--- src/rtl/opsel_pkg.sv ---
package opsel_pkg;
   localparam int unsigned LANE_W  = 8;
   localparam int unsigned LO_SELW = 4;
   localparam int unsigned LO_NSRC = 1 << LO_SELW;
   localparam int unsigned HI_NSRC = 8;

   typedef enum logic [LO_SELW-1:0] {
      LO_EXT   = 4'd0,
      LO_ACC   = 4'd1,
      LO_FLG   = 4'd2,
      LO_B     = 4'd3,
      LO_C     = 4'd4,
      LO_D     = 4'd5,
      LO_E     = 4'd6,
      LO_H     = 4'd7,
      LO_L     = 4'd8,
      LO_TMPL  = 4'd9,
      LO_SPL   = 4'd10,
      LO_PCL   = 4'd11,
      LO_DADJ  = 4'd12,
      LO_IMSK  = 4'd13,
      LO_IVEC  = 4'd14,
      LO_NONE  = 4'd15
   } lo_code_e;

   localparam int unsigned HI_ACC  = 0;
   localparam int unsigned HI_B    = 1;
   localparam int unsigned HI_D    = 2;
   localparam int unsigned HI_H    = 3;
   localparam int unsigned HI_TMPL = 4;
   localparam int unsigned HI_TMPH = 5;
   localparam int unsigned HI_SPH  = 6;
   localparam int unsigned HI_PCH  = 7;
endpackage

--- src/rtl/opsel_lane_inv.sv ---
module opsel_lane_inv #(
   parameter int unsigned W = 8
) (
   input  logic [W-1:0] din,
   input  logic         inv,
   output logic [W-1:0] dout
);
   logic [W-1:0] inv_rep;

   generate
      if (W < 1) begin : g_bad_w
         $error("opsel_lane_inv: W must be at least 1");
      end
   endgenerate

   assign inv_rep = {W{inv}};
   assign dout    = din ^ inv_rep;
endmodule

--- src/rtl/opsel_lane_lo.sv ---
module opsel_lane_lo #(
   parameter int unsigned W      = 8,
   parameter int unsigned SELW   = 4,
   parameter bit          ANDOR  = 1'b1,
   localparam int unsigned NSRC  = 1 << SELW
) (
   input  logic [NSRC-1:0][W-1:0] srcs,
   input  logic [SELW-1:0]        sel,
   output logic [W-1:0]           picked
);
   generate
      if (SELW < 1 || SELW > 6) begin : g_bad_sel
         $error("opsel_lane_lo: SELW out of range");
      end

      if (ANDOR) begin : g_andor
         logic [NSRC-1:0]         dec;
         logic [NSRC-1:0][W-1:0]  gated;
         for (genvar i = 0; i < NSRC; i++) begin : g_src
            assign dec[i]   = (sel == SELW'(i));
            assign gated[i] = srcs[i] & {W{dec[i]}};
         end
         always_comb begin
            picked = '0;
            for (int k = 0; k < NSRC; k++) picked = picked | gated[k];
         end
      end else begin : g_index
         assign picked = srcs[sel];
      end
   endgenerate
endmodule

--- src/rtl/opsel_lane_hi.sv ---
module opsel_lane_hi #(
   parameter int unsigned W    = 8,
   parameter int unsigned NSRC = 8
) (
   input  logic [NSRC-1:0][W-1:0] srcs,
   input  logic [NSRC-1:0]        en,
   input  logic                   sext_en,
   input  logic                   sign_bit,
   output logic [W-1:0]           merged
);
   logic [NSRC-1:0][W-1:0] gated;
   logic [W-1:0]           or_tree;
   logic [W-1:0]           fill;

   generate
      if (NSRC < 1) begin : g_bad_n
         $error("opsel_lane_hi: NSRC must be at least 1");
      end
      for (genvar i = 0; i < NSRC; i++) begin : g_src
         assign gated[i] = srcs[i] & {W{en[i]}};
      end
   endgenerate

   always_comb begin
      or_tree = '0;
      for (int k = 0; k < NSRC; k++) or_tree = or_tree | gated[k];
   end

   assign fill   = {W{sext_en & sign_bit}};
   assign merged = or_tree ^ fill;

   always_comb begin
      if (en == '0 && sext_en)
         assert_sext_fill_R6: assert (merged == {W{sign_bit}})
            else $error("sign fill mismatch");
      if (en == '0 && !sext_en)
         assert_idle_zero_R5: assert (merged == '0)
            else $error("idle upper lane not zero");
   end
endmodule

--- src/rtl/opsel_src_bus.sv ---
module opsel_src_bus
   import opsel_pkg::*;
#(
   parameter int unsigned W     = LANE_W,
   parameter bit          ANDOR = 1'b1,
   localparam int unsigned BUSW = 2 * W
) (
   input  logic [W-1:0]       ext_data,
   input  logic [W-1:0]       acc,
   input  logic [W-1:0]       flags,
   input  logic [W-1:0]       reg_b,
   input  logic [W-1:0]       reg_c,
   input  logic [W-1:0]       reg_d,
   input  logic [W-1:0]       reg_e,
   input  logic [W-1:0]       reg_h,
   input  logic [W-1:0]       reg_l,
   input  logic [BUSW-1:0]    tmp_word,
   input  logic [BUSW-1:0]    sp_word,
   input  logic [BUSW-1:0]    pc_word,
   input  logic [W-1:0]       dec_adj,
   input  logic [W-1:0]       irq_mask,
   input  logic [W-1:0]       irq_vec,
   input  logic [LO_SELW-1:0] lo_sel,
   input  logic               lo_inv,
   input  logic [HI_NSRC-1:0] hi_en,
   input  logic               sext_en,
   input  logic               hi_inv,
   output logic [BUSW-1:0]    src_bus
);
   logic [LO_NSRC-1:0][W-1:0] lo_srcs;
   logic [HI_NSRC-1:0][W-1:0] hi_srcs;
   logic [W-1:0] lo_raw, hi_raw, lo_out, hi_out;

   generate
      if (W < 2) begin : g_bad_w
         $error("opsel_src_bus: W must be at least 2");
      end
   endgenerate

   always_comb begin
      lo_srcs          = '0;
      lo_srcs[LO_EXT]  = ext_data;
      lo_srcs[LO_ACC]  = acc;
      lo_srcs[LO_FLG]  = flags;
      lo_srcs[LO_B]    = reg_b;
      lo_srcs[LO_C]    = reg_c;
      lo_srcs[LO_D]    = reg_d;
      lo_srcs[LO_E]    = reg_e;
      lo_srcs[LO_H]    = reg_h;
      lo_srcs[LO_L]    = reg_l;
      lo_srcs[LO_TMPL] = tmp_word[W-1:0];
      lo_srcs[LO_SPL]  = sp_word[W-1:0];
      lo_srcs[LO_PCL]  = pc_word[W-1:0];
      lo_srcs[LO_DADJ] = dec_adj;
      lo_srcs[LO_IMSK] = irq_mask;
      lo_srcs[LO_IVEC] = irq_vec;
   end

   always_comb begin
      hi_srcs          = '0;
      hi_srcs[HI_ACC]  = acc;
      hi_srcs[HI_B]    = reg_b;
      hi_srcs[HI_D]    = reg_d;
      hi_srcs[HI_H]    = reg_h;
      hi_srcs[HI_TMPL] = tmp_word[W-1:0];
      hi_srcs[HI_TMPH] = tmp_word[BUSW-1:W];
      hi_srcs[HI_SPH]  = sp_word[BUSW-1:W];
      hi_srcs[HI_PCH]  = pc_word[BUSW-1:W];
   end

   opsel_lane_lo #(.W(W), .SELW(LO_SELW), .ANDOR(ANDOR)) u_lo (
      .srcs(lo_srcs), .sel(lo_sel), .picked(lo_raw)
   );

   opsel_lane_hi #(.W(W), .NSRC(HI_NSRC)) u_hi (
      .srcs(hi_srcs), .en(hi_en), .sext_en(sext_en),
      .sign_bit(lo_raw[W-1]), .merged(hi_raw)
   );

   opsel_lane_inv #(.W(W)) u_lo_inv (.din(lo_raw), .inv(lo_inv), .dout(lo_out));
   opsel_lane_inv #(.W(W)) u_hi_inv (.din(hi_raw), .inv(hi_inv), .dout(hi_out));

   assign src_bus = {hi_out, lo_out};

   always_comb begin
      assert_ctrl_legal_R9: assert ($onehot0(hi_en) && !(sext_en && (hi_en != '0)))
         else $error("illegal upper controls");
      if (!lo_inv && lo_sel == LO_ACC)
         assert_lo_pass_R1: assert (src_bus[W-1:0] == acc)
            else $error("lower pass-through mismatch");
      if (lo_inv && lo_sel == LO_B)
         assert_lo_inv_R3: assert (src_bus[W-1:0] == ~reg_b)
            else $error("lower inversion mismatch");
      if (hi_en == '0 && !sext_en)
         assert_hi_idle_R7: assert (src_bus[BUSW-1:W] == {W{hi_inv}})
            else $error("idle upper default mismatch");
      if (hi_en == HI_NSRC'(1 << HI_TMPL) && !hi_inv && !lo_inv && lo_sel == LO_TMPL)
         assert_io_dup_R8: assert (src_bus[BUSW-1:W] == src_bus[W-1:0])
            else $error("port address not duplicated");
   end
endmodule

--- config.mk ---
export PLATFORM = sky130hd
export DESIGN_NAME = opsel_src_bus
export DESIGN_NICKNAME = d
export VERILOG_FILES = /design/src/rtl/opsel_pkg.sv /design/src/rtl/opsel_lane_inv.sv /design/src/rtl/opsel_lane_lo.sv /design/src/rtl/opsel_lane_hi.sv /design/src/rtl/opsel_src_bus.sv
export SDC_FILE = /design/constraint.sdc
export NUM_CORES = 1
export LEC_CHECK = 0
export ABC_AREA = 1
export BUFFER_PORTS_ARGS = -buffer_cell sky130_fd_sc_hd__buf_2
export CAP_MARGIN = 40
export CORE_MARGIN = 3
export CORE_UTILIZATION = 40
export DETAILED_ROUTE_END_ITERATION = 6
export GPL_TIMING_DRIVEN = 0
export PLACE_DENSITY = 0.85
export SKIP_LAST_GASP = 1
export SYNTH_ARGS = -nofsm -noshare
export SYNTH_HDL_FRONTEND = slang
export SYNTH_SLANG_ARGS = --single-unit
--- constraint.sdc ---
create_clock -name vclk -period 5.8
set_clock_uncertainty 0.2 [all_clocks]
set_input_delay 1.74 -clock vclk [all_inputs]
set_output_delay 1.74 -clock vclk [all_outputs]
set_load 0.05 [all_outputs]
# Word level (Yosys, flattened, before mapping)

Cells that the tools add are included.

Equality and inequality tests: 14
Bitwise operators: 48
Reduce and logical (&&, ||, !) cells: 1

Operators by type and width:

| cell                                                                   | number |
|---|---|
| 8-bit bitwise AND                                                      | 23 |
| 8-bit OR                                                               | 21 |
| 4-bit equality test (second input constant)                            | 7 |
| 8-bit XOR                                                              | 3 |
| 4-bit by 3-bit equality test with 1-bit output (second input constant) | 4 |
| 4-bit by 2-bit equality test with 1-bit output (second input constant) | 2 |
| 4-bit by 1-bit equality test with 1-bit output (second input constant) | 1 |
| 4-bit zero test                                                        | 1 |
| 1-bit bitwise AND                                                      | 1 |

Bits in registers: 0
Bits of input ports: 159
Word-level logic and storage cells: 63

# Longest topological paths before layout

Depth in word-level cells: 19
Mapped depth: 12

# Hierarchy

From an unflattened synthesis, not the netlist that was laid out.

Cell total of the unflattened synthesis: 524
Area total of the unflattened synthesis: 2339.7 µm²

By module, submodules not included:

| module         | instances | cells an instance | area each (µm²) | sequential area each (µm²) |
|---|---|---|---|---|
| opsel_lane_lo  | 1         | 301               | 1397.6          | 0.0 |
| opsel_lane_hi  | 1         | 154               | 668.1           | 0.0 |
| opsel_lane_inv | 2         | 34                | 135.1           | 0.0 |
| opsel_src_bus  | 1         | 1                 | 3.8             | 0.0 |

# Least setup slack after synthesis

OpenSTA, ideal clock, no wires.

Kind: input -> output
Start: input port lo_sel[1]
End: output port src_bus[6]
Arrival time: 3.220 ns
Data required time: 3.860 ns
Slack: 0.640 ns
Cell stages on the path: 9
Cell sequence: nor2_1 -> nand2_1 -> inv_1 -> nand2_1 -> nand2_1 -> nor2_1 -> nand2_1 -> nor2_1 -> xor2_1

Word-level cells in the longest chain between the ends: 17
Elaborated cells between the ends (all ways): 45
Classes of those cells: 14 x eq/ne; 30 x bitwise; 1 x reduce/logical

Ends and longest elaborated chain:

| item                                                                              | RTL line             | source |
|---|---|---|
| start: declaration                                                                | opsel_src_bus.sv:23  | `input logic [LO_SELW-1:0] lo_sel,` |
| 4-bit by 1-bit equality test with 1-bit output or 4-bit zero test (tied branches) | opsel_lane_lo.sv:20  | `assign dec[i] = (sel == SELW'(i));` |
| 8-bit bitwise AND                                                                 | opsel_lane_lo.sv:21  | `assign gated[i] = srcs[i] & {W{dec[i]}};` |
| 8-bit OR (13 in a row)                                                            | opsel_lane_lo.sv:25  | `for (int k = 0; k < NSRC; k++) picked = picked \| gated[k];` |
| 8-bit OR (*)                                                                      | opsel_lane_lo.sv:25  |  |
| 8-bit XOR (*)                                                                     | opsel_lane_inv.sv:17 | `assign dout = din ^ inv_rep;` |
| end: declaration                                                                  | opsel_src_bus.sv:28  | `output logic [BUSW-1:0] src_bus` |

Mark *: on every way between the ends. The rest lies on a longest branch, timed or not.

# Worst setup path after layout

Same ends and word-level chain as after synthesis.

==> results.md <==
* Status: complete, no violations
* LEAKAGE at 1.95 nW
* Post-Synthesis Cells at 478
* Final hold vios at 0
* Clkbuf count at 0
* Area leader, netlist: nand2_1
* Seq/Total Area, Yosys at 0%
* DIE AREA at 5800 µm²
* Via Count at 3,634
* CP Launch Type: input pin
* DRC errors left at 0
* Setup bufs post-CTS at 0
* Seq Cell Count at 0
* Max VDD drop at 0.0633 mV
* Initial antenna violation count at 0
* Power, Total at 270 µW
* Initial core utilization at 43.1%
* Post-cts gate resize count at 0
* Storage cell area at 0 µm²
* Initial DRC Count at 224
* Core area at 4560 µm²
* Number of nets in the layout at 803
* Total negative slack at 0 ps
* Critical path arrival at 3380 ps
* Hold Path Class: in2out
* CP startpoint: lo_sel[1]
* Placed Cells at 707
* Area Growth Syn to Fin at 45.8%
* Most common cell after layout, fill and taps aside: nand2_1
* GR Overflow Total at 0
* Final antenna-violating net count at 0
* Crit. End Element: output pin
* Slew headroom at 60.2%
* Syn. warnings at 0
* Worst Tran Pin Value at 595 ps
* Synth cell types at 21
* RD Place Congestion at 0.941
* WL/cell at 13.2 µm
* Met3 Use GR at 5.20%
* First-pass GRT wire length at 14,700 µm
* Input/output buffers at 164
* Die Height at 76.1 µm
* Gr usage total at 30.0%
* Die X-Extent at 76.1 µm
* Maximum fanout along the worst path at 7
* Post-Syn Area per Cell at 4.12 µm²
* Cts-stage hold buffer count at 0
* Worst setup path class: in2out
* Synth Net Count at 637
* Detailed Place HPWL at 8060 µm
* I/O Pins at 175
* Max Cap Viol at 0
* Met2 GRT Util at 54.3%
* Non-Filler Instances at 707
* ANT cells at 0
* Row count at 24
* Top post-synthesis cells by area: nand2_1, nor2_1, nand3_1, inv_1, nand4_1
* Min-delay src: sext_en
* Share of layout cells above drive strength 1 at 28.5%
* Period utilization at 91.7%
* Largest net degree at the start of global routing at 11
* Vias in the first global route at 3,423
* WP data required at 3860 ps
* RSZ-0062 raised after global routing: no
* Top cell type's share of synthesized area at 55.7%
* Cell area after synthesis at 1970 µm²
* TritonRoute pass-1 iters at 5
* GRT busiest layer: met2
* Total Wirelength at 9310 µm
* Commonest non-fill, non-tap cells in the layout: nand2_1, buf_2, nor2_1
* Setup violators final at 0
* Met1 usage at 36.1%
* CP Capture Point: src_bus[6]
* Minimum clock period at 5320 ps
* Slew Limit Fails at 0
* Cell Pwr Density at 93.9 nW/µm²
* Routed vias/inst at 5.14
* Max Clock Freq at 188 MHz
## cell usage after synthesis
cell type,count
nor2_4,3
and3_1,2
nor3_1,8
nand2_8,1
inv_2,4
nand2_1,292
clkbuf_1,9
o2bb2ai_1,1
nor2_1,59
nor2_2,2
nand4_1,7
buf_1,1
inv_1,38
nand2_2,6
nand3_2,1
a21oi_1,4
xor2_1,2
buf_4,1
o21ai_0,4
nand3_1,32
nand2_4,1
## cell type report
| type | count | area [µm²] |
|---|---|---|
| tap | 65 | 81.3 |
| buffer | 11 | 45.0 |
| inverter | 42 | 158 |
| timing repair buffer | 164 | 821 |
| multi-input combinational | 425 | 1770 |
| fill | 550 | 1690 |
## kinds of logic (layout without fill, tap and decap cells)
family,count (synthesis),count (layout),synth area share [%]
xor+xnor,2,2,0.890
compound gates,9,9,2.48
simple gates,414,414,86.3
buf+inv,53,217,10.3
## critical path, stage by stage
cell	delay, ps
buf_2	130
nor2_1	350
nand2_1	180
inv_1	230
nand2_1	90
nand2_1	60
nor2_1	40
nand2_1	50
nor2_1	50
xor2_1	160
buf_2	290
## per-stage QoR
step | worst slack (ps) | util (%) | cell area [µm²] | hold slack (ps)
3_5_place_dp | 535 | 62.9 | 2870 | 3810
5_1_grt | 339 | 62.9 | 2870 | 3840
3_3_place_gp | 535 | 62.9 | 2870 | 3800
6_report | 484 | 62.9 | 2870 | 3820
2_1_floorplan | 640 | - | 1970 | 3690
4_1_cts | 501 | 62.9 | 2870 | 3810
## metal layers
layer	up-vias	share of wire [%]	wire length, µm
met5	-	0	0
met4	0	2.6	239
met3	34	11	980
met2	217	49	4560
met1	1601	38	3530
li1	1782	-	-
## worst min-delay path by stage
stage,cells after the start,end,slack (ps)
floorplan,4,src_bus[6],3690
global placement,7,src_bus[3],3800
detailed placement,5,src_bus[15],3810
CTS,5,src_bus[8],3810
global route,5,src_bus[15],3840
finish,5,src_bus[15],3820
## report_power, final
part | total (mW) | switching (mW) | internal [mW]
sequential | 0 | 0 | 0
combinational | 0.270 | 0.181 | 0.0885
clock | 0 | 0 | 0
total | 0.270 | 0.181 | 0.0885
(Power assumes the default switching activity.)
